--- src/rtl/dma_irq_pkg.sv ---
package dma_irq_pkg;
  typedef enum logic {
    REG_EN   = 1'b0,
    REG_STAT = 1'b1
  } reg_sel_e;

  // status bit of channel ch in group grp (0 normal, 1 dedicated)
  function automatic int unsigned stat_bit(int unsigned grp, int unsigned ch,
                                           int unsigned is_end, int unsigned ch_n);
    return grp * 2 * ch_n + 2 * ch + is_end;
  endfunction
endpackage

--- src/rtl/dma_irq_event_pack.sv ---
module dma_irq_event_pack #(
  parameter int unsigned CH_N   = 8,
  localparam int unsigned GRP_N = 2,
  localparam int unsigned STAT_W = 2 * GRP_N * CH_N
) (
  input  logic              clk_i,
  input  logic              rst_ni,
  input  logic [GRP_N*CH_N-1:0] half_i,
  input  logic [GRP_N*CH_N-1:0] end_i,
  output logic [STAT_W-1:0] ev_o
);
  import dma_irq_pkg::*;

  for (genvar g = 0; g < GRP_N; g++) begin : g_grp
    for (genvar c = 0; c < CH_N; c++) begin : g_ch
      assign ev_o[stat_bit(g, c, 0, CH_N)] = half_i[g*CH_N+c];
      assign ev_o[stat_bit(g, c, 1, CH_N)] = end_i[g*CH_N+c];
    end
  end

  assert_pack_count_R2: assert property (@(posedge clk_i) disable iff (!rst_ni)
    $countones(ev_o) == $countones({half_i, end_i}));
  // the end pulse of a channel always lands above its half bit
  assert_pack_pair_R3: assert property (@(posedge clk_i) disable iff (!rst_ni)
    ((end_i == '0) |-> ((ev_o & {(STAT_W/2){2'b10}}) == '0)));
endmodule

--- src/rtl/dma_irq_pending.sv ---
module dma_irq_pending #(
  parameter int unsigned STAT_W = 32
) (
  input  logic              clk_i,
  input  logic              rst_ni,
  input  logic [STAT_W-1:0] ev_i,
  input  logic              clr_we_i,
  input  logic [STAT_W-1:0] clr_mask_i,
  output logic [STAT_W-1:0] pend_o
);
  logic [STAT_W-1:0] pend_d;
  logic              past_ok;

  always_comb begin
    pend_d = pend_o;
    if (clr_we_i) pend_d = pend_d & ~clr_mask_i;
    pend_d = pend_d | ev_i;  // set wins over clear
  end

  always_ff @(posedge clk_i or negedge rst_ni) begin
    if (!rst_ni) begin
      pend_o  <= '0;
      past_ok <= 1'b0;
    end else begin
      pend_o  <= pend_d;
      past_ok <= 1'b1;
    end
  end

  assert_sticky_R4: assert property (@(posedge clk_i) disable iff (!rst_ni)
    (past_ok && !$past(clr_we_i)) |-> ((pend_o & $past(pend_o)) == $past(pend_o)));
  assert_set_wins_R6: assert property (@(posedge clk_i) disable iff (!rst_ni)
    past_ok |-> ((pend_o & $past(ev_i)) == $past(ev_i)));
  assert_w1c_R5: assert property (@(posedge clk_i) disable iff (!rst_ni)
    (past_ok && $past(clr_we_i)) |-> ((pend_o & $past(clr_mask_i & ~ev_i)) == '0));
endmodule

--- src/rtl/dma_irq_enable.sv ---
module dma_irq_enable #(
  parameter int unsigned STAT_W = 32
) (
  input  logic              clk_i,
  input  logic              rst_ni,
  input  logic              en_we_i,
  input  logic [STAT_W-1:0] en_wdata_i,
  output logic [STAT_W-1:0] en_o
);
  logic past_ok;

  always_ff @(posedge clk_i or negedge rst_ni) begin
    if (!rst_ni) begin
      en_o    <= '0;
      past_ok <= 1'b0;
    end else begin
      past_ok <= 1'b1;
      if (en_we_i) en_o <= en_wdata_i;
    end
  end

  assert_en_load_R7: assert property (@(posedge clk_i) disable iff (!rst_ni)
    (past_ok && $past(en_we_i)) |-> (en_o == $past(en_wdata_i)));
  assert_en_hold_R7: assert property (@(posedge clk_i) disable iff (!rst_ni)
    (past_ok && !$past(en_we_i)) |-> $stable(en_o));
endmodule

--- src/rtl/dma_irq_regport.sv ---
module dma_irq_regport #(
  parameter int unsigned STAT_W = 32
) (
  input  logic              clk_i,
  input  logic              rst_ni,
  input  logic              addr_i,
  input  logic              we_i,
  input  logic [STAT_W-1:0] en_i,
  input  logic [STAT_W-1:0] stat_i,
  output logic              en_we_o,
  output logic              clr_we_o,
  output logic [STAT_W-1:0] rdata_o
);
  import dma_irq_pkg::*;

  reg_sel_e sel;
  assign sel      = reg_sel_e'(addr_i);
  assign en_we_o  = we_i && (sel == REG_EN);
  assign clr_we_o = we_i && (sel == REG_STAT);

  always_ff @(posedge clk_i or negedge rst_ni) begin
    if (!rst_ni) rdata_o <= '0;
    else         rdata_o <= (sel == REG_STAT) ? stat_i : en_i;
  end

  assert_we_excl_R7: assert property (@(posedge clk_i) disable iff (!rst_ni)
    $onehot0({en_we_o, clr_we_o}));
  assert_we_seen_R9: assert property (@(posedge clk_i) disable iff (!rst_ni)
    we_i |-> (en_we_o || clr_we_o));
endmodule

--- src/rtl/dma_irq_agg.sv ---
module dma_irq_agg #(
  parameter int unsigned CH_N    = 8,
  localparam int unsigned STAT_W = 4 * CH_N
) (
  input  logic              clk_i,
  input  logic              rst_ni,
  input  logic [CH_N-1:0]   norm_half_i,
  input  logic [CH_N-1:0]   norm_end_i,
  input  logic [CH_N-1:0]   ded_half_i,
  input  logic [CH_N-1:0]   ded_end_i,
  input  logic              reg_addr_i,
  input  logic              reg_we_i,
  input  logic [STAT_W-1:0] reg_wdata_i,
  output logic [STAT_W-1:0] reg_rdata_o,
  output logic              irq_o
);
  logic [STAT_W-1:0] ev, pend, en;
  logic              en_we, clr_we;

  dma_irq_event_pack #(.CH_N(CH_N)) u_pack (
    .clk_i (clk_i),
    .rst_ni(rst_ni),
    .half_i({ded_half_i, norm_half_i}),
    .end_i ({ded_end_i, norm_end_i}),
    .ev_o  (ev)
  );

  dma_irq_regport #(.STAT_W(STAT_W)) u_port (
    .clk_i   (clk_i),
    .rst_ni  (rst_ni),
    .addr_i  (reg_addr_i),
    .we_i    (reg_we_i),
    .en_i    (en),
    .stat_i  (pend),
    .en_we_o (en_we),
    .clr_we_o(clr_we),
    .rdata_o (reg_rdata_o)
  );

  dma_irq_pending #(.STAT_W(STAT_W)) u_pend (
    .clk_i     (clk_i),
    .rst_ni    (rst_ni),
    .ev_i      (ev),
    .clr_we_i  (clr_we),
    .clr_mask_i(reg_wdata_i),
    .pend_o    (pend)
  );

  dma_irq_enable #(.STAT_W(STAT_W)) u_en (
    .clk_i     (clk_i),
    .rst_ni    (rst_ni),
    .en_we_i   (en_we),
    .en_wdata_i(reg_wdata_i),
    .en_o      (en)
  );

  assign irq_o = |(pend & en);

  assert_irq_masked_R8: assert property (@(posedge clk_i) disable iff (!rst_ni)
    (en == '0) |-> !irq_o);
  assert_irq_nopend_R10: assert property (@(posedge clk_i) disable iff (!rst_ni)
    (pend == '0) |-> !irq_o);
  always_comb begin
    if (!rst_ni) assert_rst_quiet_R1: assert (!irq_o);
  end
endmodule

--- config.mk ---
export PLATFORM = sky130hd
export DESIGN_NAME = dma_irq_agg
export DESIGN_NICKNAME = d
export VERILOG_FILES = /design/src/rtl/dma_irq_pkg.sv /design/src/rtl/dma_irq_event_pack.sv /design/src/rtl/dma_irq_pending.sv /design/src/rtl/dma_irq_enable.sv /design/src/rtl/dma_irq_regport.sv /design/src/rtl/dma_irq_agg.sv
export SDC_FILE = /design/constraint.sdc
export NUM_CORES = 1
export LEC_CHECK = 0
export ABC_AREA = 0
export BUFFER_PORTS_ARGS = -buffer_cell sky130_fd_sc_hd__buf_4
export CAP_MARGIN = 20
export CORE_MARGIN = 1.5
export CORE_UTILIZATION = 50
export CTS_CLUSTER_SIZE = 28
export DETAILED_ROUTE_END_ITERATION = 8
export PLACE_DENSITY_LB_ADDON = 0.08
export SYNTH_ARGS = -nofsm -noshare
export SYNTH_HDL_FRONTEND = slang
export SYNTH_SLANG_ARGS = --single-unit
--- constraint.sdc ---
create_clock -name clk_i -period 2.06 [get_ports clk_i]
set_clock_uncertainty 0.05 [all_clocks]
set_input_delay 0.206 -clock clk_i [delete_from_list [all_inputs] [get_ports clk_i]]
set_output_delay 0.206 -clock clk_i [all_outputs]
set_load 0.01 [all_outputs]
[After elaboration in Yosys (flattened, before gate mapping)]
Cells that the tools add are included.
Cells by class
  multiplexer cells: 2
  bitwise logic cells: 5
  reduce and logical (&&, ||, !) cells: 3
Operator list (number)
  AND 32 bit: 2
  two-way mux 32 bit: 2
  NOT 32 bit: 1
  bitwise OR 32 bit: 1
  OR reduction 32 bit: 1
  logical AND 1 bit: 2
  NOT 1 bit: 1
Storage, ports and cells
  bits in registers: 96
  bits of input ports: 68
  word-level logic and storage cells: 13

[Depth between registers and ports, before layout]
Gate-level depths: netlist of the first run.
  word-level depth: 4
  gate-level depth with buffers: 6

[Cells and area by module]
Synthesis of the first run repeated with hierarchy kept, for this count alone.
Unflattened totals
  cells, all modules: 290
  area total of the unflattened synthesis: 4282.9 um^2
By module, submodules not included
  dma_irq_enable: instances 1, cells an instance 68, area each 1345.0 um^2
  dma_irq_regport: instances 1, cells an instance 70, area each 1345.0 um^2
  dma_irq_pending: instances 1, cells an instance 99, area each 1194.9 um^2
  dma_irq_event_pack: instances 1, cells an instance 32, area each 240.2 um^2
  dma_irq_agg: instances 1, cells an instance 21, area each 157.7 um^2

[Worst setup path after synthesis of the first run]
OpenSTA, ideal clock, no wires.
  path type: register to output
  start point: register u_en.en_o[23]
  end point: output port irq_o
  arrival time: 1.205 ns
  path slack: 0.599 ns
  stages on the path, launching flop included: 4
  path buffers: 0
  cell sequence: dfrtp_1 > a22oi_1 > nand4_1 > or4_1
On the way
  cells in the longest elaborated chain, start to end: 2
RTL lines
  start: declaration: RTL line dma_irq_enable.sv:8  | output logic [STAT_W-1:0] en_o
  start signal: assignment: RTL line dma_irq_enable.sv:18  | if (en_we_i) en_o <= en_wdata_i;
  AND 32 bit: RTL line dma_irq_agg.sv:57  | assign irq_o = |(pend & en);
  OR reduction 32 bit: RTL line dma_irq_agg.sv:57
  end: declaration: RTL line dma_irq_agg.sv:15  | output logic irq_o
No other way between the ends.

[Worst setup path in the final report of the first run]
  start point: register u_pend.pend_o[21]
  end point: output port irq_o
On the way
  cells in the longest elaborated chain, start to end: 2
RTL lines
  start: declaration: RTL line dma_irq_pending.sv:9  | output logic [STAT_W-1:0] pend_o
  start signal: assignment: RTL line dma_irq_pending.sv:25  | pend_o <= pend_d;
  AND 32 bit: RTL line dma_irq_agg.sv:57
  OR reduction 32 bit: RTL line dma_irq_agg.sv:57
No other way between the ends.

==> results.md, run 1 <==
- Setup TNS: 0 ns
- GRT Resource Usage Total: 21.1%
- Die Span Y: 91.0 um
- Met2 wire len: 4130 um
- CP Launch Type: flop
- Largest cells by area after synthesis: dfrtp_1, mux2_4, mux2_2, a21o_1, a22oi_1
- DR DRC count: 0
- Ratio of cells with drive above 1 in the final layout: 50.6%
- Diodes inserted: 0
- Final worst setup slack: 0.0213 ns
- Fin. Hold Viols: 0
- Origin of the worst setup path: u_pend.pend_o[21]$_DFF_PN0_
- Num Clock Sinks: 96
- Routed wire length: 8160 um
- Row count: 31
- Core area: 7370 sq um
- Reg-to-reg startpoint: u_en.en_o[20]$_DFFE_PN0P_
- Ratio of final minimum period to clock period: 99.0%
- Post-Syn Nets: 327
- Unrepaired setup endpoints after global routing: true
- FF+latch count, synth: 96
- Vias/cell: 5.01
- Post-synth top flop: dfrtp_1
- Pleak: 2.42 nW
- CP arrival: 1.78 ns
- Vias in the first global route: 2819
- Final RePlAce weighted congestion: 0.745
- Placed cells: 454
- Final Power: 4.36 mW
- Max_cap viols: 0
- Top post-synthesis cells by count: dfrtp_1, mux2_2, a21o_1, nand2_1, mux2_4
- Post-DRT Antenna Nets: 0
- Critical path class: flop to output pin
- Area of the multi-input gates: 1420 sq um
- Routed wire length per instance: 15.8 um
- CTS max path bufs: 2
- Fin nets: 480
- Met3 wire length: 477 um
- Top Metal Used: met4
- Pre-CTS setup slack: 0.305 ns
- Worst Hold Class: input pin to flop
- Pwr dens: 805 nW/um^2
- Worst-Margin Slew: 0.526 ns
- WP data required: 1.80 ns
- Die area: 8270 sq um
- Max Fclk: 491 MHz
- Most common cell in the synthesized netlist: dfrtp_1
- Initial antenna violation count: 0
- CTS tree: done
- Cells after Synth: 259
- Max_slew headroom: 64.9%
- Starting density of the core: 52.5%
- Synth area leader: dfrtp_1
- Crit-path max FO: 3
- VDD IR-drop max: 0.552 mV
- Placed wire-length estimate: 5380 um
- Total grt overflow: 0
- Post-synth EDFFs: 0
- Largest net degree at the start of global routing: 43
- Die W: 91.0 um
- Global-route wire length before repair: 13600 um
- Unique cell type count in the Yosys netlist: 13
- Switching portion of total power: 23.9%
- Fin crit period: 2.04 ns
- Placement-stage cell area: 4720 sq um
- Register share of total power: 50.8%
- Setup crit end: irq_o
- Io pins: 101
- Sequential standard cell area: 2400 sq um
- H-Tree Depth: 3
- Number of port buffers: 100
- Iter 0 DRT Violations: 82
- Synthesized area per cell: 14.9 sq um
- CTS Buf Count: 9
- Synth top area share: 62.1%
- Sw power: 1.04 mW
- Fillers: 521
- Logic pwr share: 18.4%
- Status: completed
- Fin cells: 516
- CP endpoint kind: output pin
- Detailed-route via count: 2585
- Met1 wire length: 3470 um
- Clock transition at path regs: 0.09 ns
- Skew-Pair Late Insertion Delay: 0.35 ns
- Seq/Total Area, Yosys: 62.1%
- Final Cell Area: 5420 sq um
- Reg2reg path depth: 3
- Cell internal pwr: 3.32 mW
- Setup Viol. Count Final: 0
- Final slew viol count: 0
- Ys Warns: 0
- Drt pass-1 iters: 4
- Layout Area Growth over Synthesis: 40.1%
- Clock power frac: 30.8%
- Synth Cell Area: 3870 sq um
- Clock root cell: clkbuf_8
- Ys async rst share: 100%
- FF-to-FF setup slack: 0.99 ns
- Reg2Reg Capture Point: u_port.rdata_o[20]$_DFF_PN0_
[what timing repair did]
action	in CTS	in global routing
hold buffers	33	0
buffers inserted	11	2
hold endpoints to repair	71	0
setup endpoints to repair	1	1
gates resized for setup	9	2
pin swaps	8	5
[stage by stage]
stage	utilization, %	hold slack [ns]
floorplan	-	-0.140
global placement	64.0	0.176
detailed placement	64.0	0.175
CTS	73.2	0.0223
global route	73.5	0.0166
finish	73.5	0.0361
[layer usage]
metal,up-vias,global-route usage (%)
li1,1227,-
met4,0,4.82
met5,-,0
met2,70,35.4
met1,1282,26.6
met3,6,6.70
[area by class of cell]
class	instances	share of cell area [%]
Timing Repair Buffer	154	23.2
Clock buffer	11	2.61
Tap cell	99	2.29
Multi-Input combinational cell	151	26.1
Clock inverter	5	1.48
Sequential cell	96	44.3
[power groups by stage]
stage	sequential, mW	clock (mW)	combinational [mW]
3_3_place_gp	2.24	0	0.697
2_1_floorplan	2.25	0	0.341
6_report	2.22	1.34	0.801
5_1_grt	2.24	1.45	0.866
4_1_cts	2.21	1.38	0.800
3_5_place_dp	2.24	0	0.700
[critical path: stages, from the launching register on]
cell	delay (ns)
dfrtp_1	0.41
a22oi_1	0.18
nand4_1	0.14
or4_4	0.55
buf_6	0.14
[cell families (layout without fill, tap and decap cells)]
group                  after synthesis  count (layout)  share of synthesized area (%)
flip-flops                          96              96                           62.1
buffers and inverters               12             170                           2.56
AND/OR/NAND/NOR                     39              39                           4.46
multiplexers                        64              64                           21.5
AO/OA/AOI/OAI                       48              48                           9.32
[registers in the layout, summed over array words and instances, names as in the netlist]
signal and count:
u_en.en_o 32, u_pend.pend_o 32, u_port.rdata_o 32
[how the worst min path moves through the flow]
stage | startpoint | to | slack, ns | depth (start not counted)
after floorplan | rst_ni | u_en.en_o[0]$_DFFE_PN0P_ | -0.14 | 0
after global placement | rst_ni | u_port.rdata_o[1]$_DFF_PN0_ | 0.18 | 1
after detailed placement | rst_ni | u_port.rdata_o[1]$_DFF_PN0_ | 0.17 | 1
after CTS | reg_wdata_i[4] | u_en.en_o[4]$_DFFE_PN0P_ | 0.02 | 2
after global routing | reg_wdata_i[24] | u_en.en_o[24]$_DFFE_PN0P_ | 0.02 | 2
final | reg_wdata_i[4] | u_en.en_o[4]$_DFFE_PN0P_ | 0.04 | 2
[layout by cell type (no fill, tap or decap)]
cell type,instances
mux2_4,30
buf_4,119
dfrtp_1,96
clkbuf_8,10
dlygate4sd3_1,33
clkinvlp_4,2
mux2_2,34
buf_12,1
clkinv_2,1
nand4_1,4
nand2b_4,1
a22oi_1,7
and2_1,1
a21o_1,32
a22oi_2,9
or4_4,1
nand2_1,32
bufinv_16,2
clkbuf_1,1
buf_6,1
(Power assumes the default switching activity.)
==> run 2: changes to the inputs <==
--- a/config.mk
+++ b/config.mk
@@ -12,7 +12,7 @@
 export CORE_UTILIZATION = 50
 export CTS_CLUSTER_SIZE = 28
 export DETAILED_ROUTE_END_ITERATION = 8
-export PLACE_DENSITY_LB_ADDON = 0.08
+export PLACE_DENSITY_LB_ADDON = 0.15
 export SYNTH_ARGS = -nofsm -noshare
 export SYNTH_HDL_FRONTEND = slang
 export SYNTH_SLANG_ARGS = --single-unit
==> results.md, run 2 (synthesis results as in run 1) <==
- Worst Hold Class: input pin to flop (unchanged)
- Detailed-route via count: 2545 (was 2585)
- Area of the multi-input gates: 1420 sq um (unchanged)
- Die W: 91.0 um (unchanged)
- Total grt overflow: 0 (unchanged)
- WP data required: 1.80 ns (about the same)
- Number of port buffers: 100 (unchanged)
- Starting density of the core: 52.5% (unchanged)
- Worst-Margin Slew: 0.460 ns (was 0.526 ns)
- Clock root cell: clkbuf_8 (unchanged)
- Post-Route Utilization: 72.4% (was 73.5%)
- Sequential standard cell area: 2400 sq um (unchanged)
- Max_slew headroom: 69.4% (was 64.9%)
- Routed wire length: 8220 um (was 8160 um)
- CTS Buf Count: 9 (unchanged)
- Initial antenna violation count: 0 (unchanged)
- Global-route wire length before repair: 13600 um (about the same)
- Fin cells: 507 (was 516)
- Placed wire-length estimate: 5440 um (was 5380 um)
- Crit-path max FO: 2 (was 3)
- Ratio of final minimum period to clock period: 99.4% (was 99.0%)
- Layout Area Growth over Synthesis: 38.0% (was 40.1%)
- Most frequent cells in the layout: buf_4, dfrtp_1, mux2_2 (unchanged)
- Final worst setup slack: 0.0131 ns (was 0.0213 ns)
- Vias in the first global route: 2819 (unchanged)
- Row count: 31 (unchanged)
- Diodes inserted: 0 (unchanged)
- Fin. Hold Viols: 0 (unchanged)
- Post-DRT Antenna Nets: 0 (unchanged)
- Num Clock Sinks: 96 (unchanged)
- Largest net degree at the start of global routing: 45 (was 43)
- Pre-CTS setup slack: 0.269 ns (was 0.305 ns)
- Unrepaired setup endpoints after global routing: true (unchanged)
- Max_cap viols: 0 (unchanged)
- Iter 0 DRT Violations: 60 (was 82)
- CP endpoint kind: output pin (unchanged)
- Most common cell after layout, fill and taps aside: buf_4 (unchanged)
- Routed wire length per instance: 16.2 um (was 15.8 um)
- Die Span Y: 91.0 um (unchanged)
- Status: completed (unchanged)
- Critical path class: flop to output pin (unchanged)
- Setup Viol. Count Final: 0 (unchanged)
- H-Tree Depth: 3 (unchanged)
- Pwr dens: 775 nW/um^2 (was 805 nW/um^2)
- Setup TNS: 0 ns (unchanged)
- Worst hold slack: 0.0316 ns (was 0.0361 ns)
- CTS tree: done (unchanged)
- CTS max path bufs: 2 (unchanged)
- Fin crit period: 2.05 ns (was 2.04 ns)
- Placed cells: 452 (was 454)
- Core area: 7370 sq um (unchanged)
- Clock transition at path regs: 0.10 ns (was 0.09 ns)
- Skew-Pair Late Insertion Delay: 0.35 ns (about the same)
- Pleak: 2.38 nW (was 2.42 nW)
- Final slew viol count: 0 (unchanged)
- VDD IR-drop max: 0.413 mV (was 0.552 mV)
- Ratio of cells with drive above 1 in the final layout: 49.8% (was 50.6%)
- Die area: 8270 sq um (unchanged)
- Fin nets: 471 (was 480)
- DR DRC count: 0 (unchanged)
- Fillers: 532 (was 521)
- CP arrival: 1.79 ns (was 1.78 ns)
- Final RePlAce weighted congestion: 0.784 (was 0.745)
- Max Fclk: 489 MHz (was 491 MHz)
- GRT Resource Usage Total: 21.1% (about the same)
- Largest regs: u_en.en_o x32, u_pend.pend_o x32, u_port.rdata_o x32 (unchanged)
- Io pins: 101 (unchanged)
- Vias/cell: 5.02 (was 5.01)
- CP Launch Type: flop (unchanged)
- Drt pass-1 iters: 4 (unchanged)
run 2: cell types whose count changed in the layout (fill, tap and decap cells not counted), moves of 2 or more:
cell	delta
bufinv_16	-2
clkinv_2	+2
buf_4	-11
buf_12	+2
run 2: timing repair:
| action | 4_1_cts | 5_1_grt |
|---|---|---|
| gates resized for setup | 7 | 4 |
| setup buffers | 4 | 2 |
| endpoints found under the setup margin | 1 | 1 |
| pin swaps | 2 | 5 |
| hold buffers | 33 | 0 |
| hold endpoints to repair | 56 | 0 |
run 2: layer usage:
layer / vias up / track usage, % / wire [um]
met5: - / 0 / 0
met4: 0 / 7.03 / 101
met3: 9 / 5.28 / 380
met2: 67 / 34.7 / 4080
met1: 1266 / 27.3 / 3660
li1: 1203 / - / -
run 2: metrics by stage:
| step | area, sq um | power [mW] |
|---|---|---|
| 2_1_floorplan | 3870 | 2.59 |
| 3_3_place_gp | 4730 | 2.93 |
| 3_5_place_dp | 4730 | 2.95 |
| 4_1_cts | 5300 | 4.16 |
| 5_1_grt | 5340 | 4.31 |
| 6_report | 5340 | 4.14 |
run 2: path summary, 6_finish.rpt:
| kind | startpoint | end | slack [ns] | depth (start not counted) |
|---|---|---|---|---|
| setup / recovery | u_pend.pend_o[26]$_DFF_PN0_ | irq_o | 0.01 | 4 |
| hold / removal | reg_wdata_i[6] | u_en.en_o[6]$_DFFE_PN0P_ | 0.03 | 2 |
| setup reg to reg | u_pend.pend_o[18]$_DFF_PN0_ | u_port.rdata_o[18]$_DFF_PN0_ | 1.10 | 2 |
| hold reg to reg | u_pend.pend_o[12]$_DFF_PN0_ | u_pend.pend_o[12]$_DFF_PN0_ | 0.47 | 1 |
| max in group asynchronous | rst_ni | u_en.en_o[30]$_DFFE_PN0P_ | 1.01 | 3 |
| min in group asynchronous | rst_ni | u_en.en_o[9]$_DFFE_PN0P_ | 0.25 | 2 |
run 2: worst max-delay path, cell delays in order, from the launching register on:
cell     delay [ns]
dfrtp_1        0.40
a22oi_2        0.21
nand4_1        0.11
or4_4          0.57
buf_6          0.14
run 2: area by class of cell:
type | count | share of cell area [%]
Multi-Input combinational cell | 151 | 26.5
Sequential cell | 96 | 45.0
Clock inverter | 5 | 0.586
Tap cell | 99 | 2.32
Timing Repair Buffer | 145 | 22.7
Clock buffer | 11 | 2.84
run 2: power breakdown:
group	internal [mW]	switching [mW]	leakage [nW]	total, mW
combinational	0.498	0.277	1.26	0.775
sequential	2.09	0.134	1.02	2.22
clock	0.501	0.641	0.0951	1.14
total	3.08	1.05	2.38	4.14
==> run 3: changes to the inputs <==
--- a/config.mk
+++ b/config.mk
@@ -7,9 +7,8 @@
 export LEC_CHECK = 0
 export ABC_AREA = 0
 export BUFFER_PORTS_ARGS = -buffer_cell sky130_fd_sc_hd__buf_4
-export CAP_MARGIN = 20
 export CORE_MARGIN = 1.5
-export CORE_UTILIZATION = 50
+export CORE_UTILIZATION = 55
 export CTS_CLUSTER_SIZE = 28
 export DETAILED_ROUTE_END_ITERATION = 8
 export PLACE_DENSITY_LB_ADDON = 0.15
==> constraint.sdc (replaced) <==
create_clock -name clk_i -period 2.5 [get_ports clk_i]
set_clock_uncertainty 0.05 [all_clocks]
set_input_delay 0.25 -clock clk_i [delete_from_list [all_inputs] [get_ports clk_i]]
set_output_delay 0.25 -clock clk_i [all_outputs]
set_load 0.01 [all_outputs]
==> results.md, run 3 (synthesis results as in run 1) <==
- Status: completed (unchanged)
- Num Clock Sinks: 96 (unchanged)
- Starting density of the core: 56.9% (was 52.5%)
- Fin nets: 435 (was 471)
- Post-Route Utilization: 72.5% (was 72.4%)
- DR DRC count: 0 (unchanged)
- Clock transition at path regs: 0.09 ns (was 0.10 ns)
- WP data required: 2.20 ns (was 1.80 ns)
- CP max stage cell: or4_1 (was or4_4)
- Layout Area Growth over Synthesis: 27.4% (was 38.0%)
- Setup bufs post-CTS: 0 (was 4)
- Crit-path max FO: 3 (was 2)
- Skew-Pair Late Insertion Delay: 0.35 ns (about the same)
- Largest net degree at the start of global routing: 50 (was 45)
- Pleak: 2.22 nW (was 2.38 nW)
- Initial antenna violation count: 0 (unchanged)
- Detailed-route via count: 2393 (was 2545)
- Worst Hold Class: input pin to flop (unchanged)
- Pre-CTS setup slack: 0.699 ns (was 0.269 ns)
- Die area: 7540 sq um (was 8270 sq um)
- Largest regs: u_en.en_o x32, u_pend.pend_o x32, u_port.rdata_o x32 (unchanged)
- Final Power: 3.39 mW (was 4.14 mW)
- Final RePlAce weighted congestion: 0.791 (was 0.784)
- Fin. Hold Viols: 0 (unchanged)
- Fin crit period: 2.18 ns
- Cell internal pwr: 2.56 mW (was 3.08 mW)
- GRT Resource Usage Total: 21.7% (was 21.1%)
- CP Launch Type: flop (unchanged)
- Diodes inserted: 0 (unchanged)
- H-Tree Depth: 3 (unchanged)
- Switching portion of total power: 24.4% (was 25.4%)
- Logic pwr share: 16.9% (was 18.7%)
- VDD IR-drop max: 0.333 mV (was 0.413 mV)
- Fin cells: 468 (was 507)
- Row count: 30 (was 31)
- Core area: 6790 sq um (was 7370 sq um)
- Max incr delay on CP: 0.59 ns (was 0.57 ns)
- Die W: 86.9 um (was 91.0 um)
- Drt pass-1 iters: 4 (unchanged)
- Setup TNS: 0 ns (unchanged)
- Iter 0 DRT Violations: 94 (was 60)
- CTS max path bufs: 2 (unchanged)
- CP arrival: 1.88 ns (was 1.79 ns)
- Register share of total power: 53.8% (was 53.6%)
- Io pins: 101 (unchanged)
- CP Cell Sequence: a22oi_1 -> nand4_1 -> or4_1 -> buf_4 (was a22oi_2 -> nand4_1 -> or4_4 -> buf_6)
- Worst-Margin Slew: 0.636 ns (was 0.460 ns)
- Placed cells: 448 (was 452)
- Die Span Y: 86.9 um (was 91.0 um)
- Most common cell after layout, fill and taps aside: buf_4 (unchanged)
- Placed wire-length estimate: 5310 um (was 5440 um)
- Routed wire length per instance: 16.1 um (was 16.2 um)
- Number of port buffers: 100 (unchanged)
- Sw power: 824 uW (was 1.05 mW)
- Pwr dens: 687 nW/um^2 (was 775 nW/um^2)
- Post-DRT Antenna Nets: 0 (unchanged)
- Clock root cell: clkbuf_8 (unchanged)
- Critical path class: flop to output pin (unchanged)
- CP endpoint kind: output pin (unchanged)
- Ratio of final minimum period to clock period: 87.2%
- Vias/cell: 5.11 (was 5.02)
- Final slew viol count: 0 (unchanged)
- Most frequent cells in the layout: buf_4, dfrtp_1, mux2_2 (unchanged)
- Clock power frac: 29.4% (was 27.6%)
- Ratio of cells with drive above 1 in the final layout: 50.0% (was 49.8%)
- Final Cell Area: 4930 sq um (was 5340 sq um)
- Max Fclk: 459 MHz
- CTS tree: done (unchanged)
- Unrepaired setup endpoints after global routing: false (was true)
- CTS Buf Count: 9 (unchanged)
- Max_cap viols: 0 (unchanged)
- Worst hold slack: 0.0150 ns (was 0.0316 ns)
- Final worst setup slack: 0.321 ns (was 0.0131 ns)
- Routed wire length: 7550 um (was 8220 um)
- Max_slew headroom: 57.5% (was 69.4%)
- Vias in the first global route: 2540 (was 2819)
- Placement-stage cell area: 4690 sq um (was 4730 sq um)
- Setup Viol. Count Final: 0 (unchanged)
- Total grt overflow: 0 (unchanged)
- Global-route wire length before repair: 12300 um (was 13600 um)
run 3: cell count changes in the layout (fill, tap and decap cells not counted), moves of 2 or more:
cell / delta
dlygate4sd3_1: -29
a22oi_1: +9
buf_12: -2
a22oi_2: -9
buf_4: -4
run 3: what timing repair did:
| action | in CTS | in global routing |
|---|---|---|
| hold buffers | 4 | 0 |
| setup endpoints to repair | 0 | 0 |
| gates resized for setup | 0 | 0 |
| endpoints found under the hold margin | 51 | 0 |
run 3: path summary, 6_finish.rpt:
kind	end	cells past startpoint	slack [ns]	startpoint
min in group asynchronous	u_port.rdata_o[9]$_DFF_PN0_	2	0.40	rst_ni
min	u_pend.pend_o[0]$_DFF_PN0_	2	0.02	norm_half_i[0]
max in group asynchronous	u_pend.pend_o[11]$_DFF_PN0_	3	1.32	rst_ni
max reg2reg	u_port.rdata_o[3]$_DFF_PN0_	1	1.64	u_pend.pend_o[3]$_DFF_PN0_
min reg2reg	u_pend.pend_o[12]$_DFF_PN0_	1	0.45	u_pend.pend_o[12]$_DFF_PN0_
max	irq_o	4	0.32	u_en.en_o[26]$_DFFE_PN0P_
run 3: power groups by stage:
stage | Clock, mW | Combinational, mW | Sequential (mW)
2_1_floorplan | 0 | 0.281 | 1.86
3_3_place_gp | 0 | 0.565 | 1.84
3_5_place_dp | 0 | 0.572 | 1.85
4_1_cts | 1.03 | 0.580 | 1.82
5_1_grt | 1.07 | 0.620 | 1.84
6_report | 0.994 | 0.571 | 1.82
run 3: per-layer routing:
layer	wire, um	up-vias	global-route usage [%]
met5	0	-	0
met4	121	0	8.21
met3	396	9	5.40
met2	3700	66	35.0
met1	3340	1182	28.4
li1	-	1136	-
run 3: layout make-up:
class	count	area, sq um
Clock buffer	10	138
Clock inverter	6	58.8
Tap cell	96	120
Fill cell	480	1870
Timing Repair Buffer	109	841
Sequential cell	96	2400
Multi-Input combinational cell	151	1370
run 3: critical path: cells and delay by family, from the launching register on:
family	cells	cell delay, ns
AO/OA/AOI/OAI	1	0.24
flip-flops	1	0.40
buffers and inverters	1	0.17
AND/OR/NAND/NOR	2	0.72
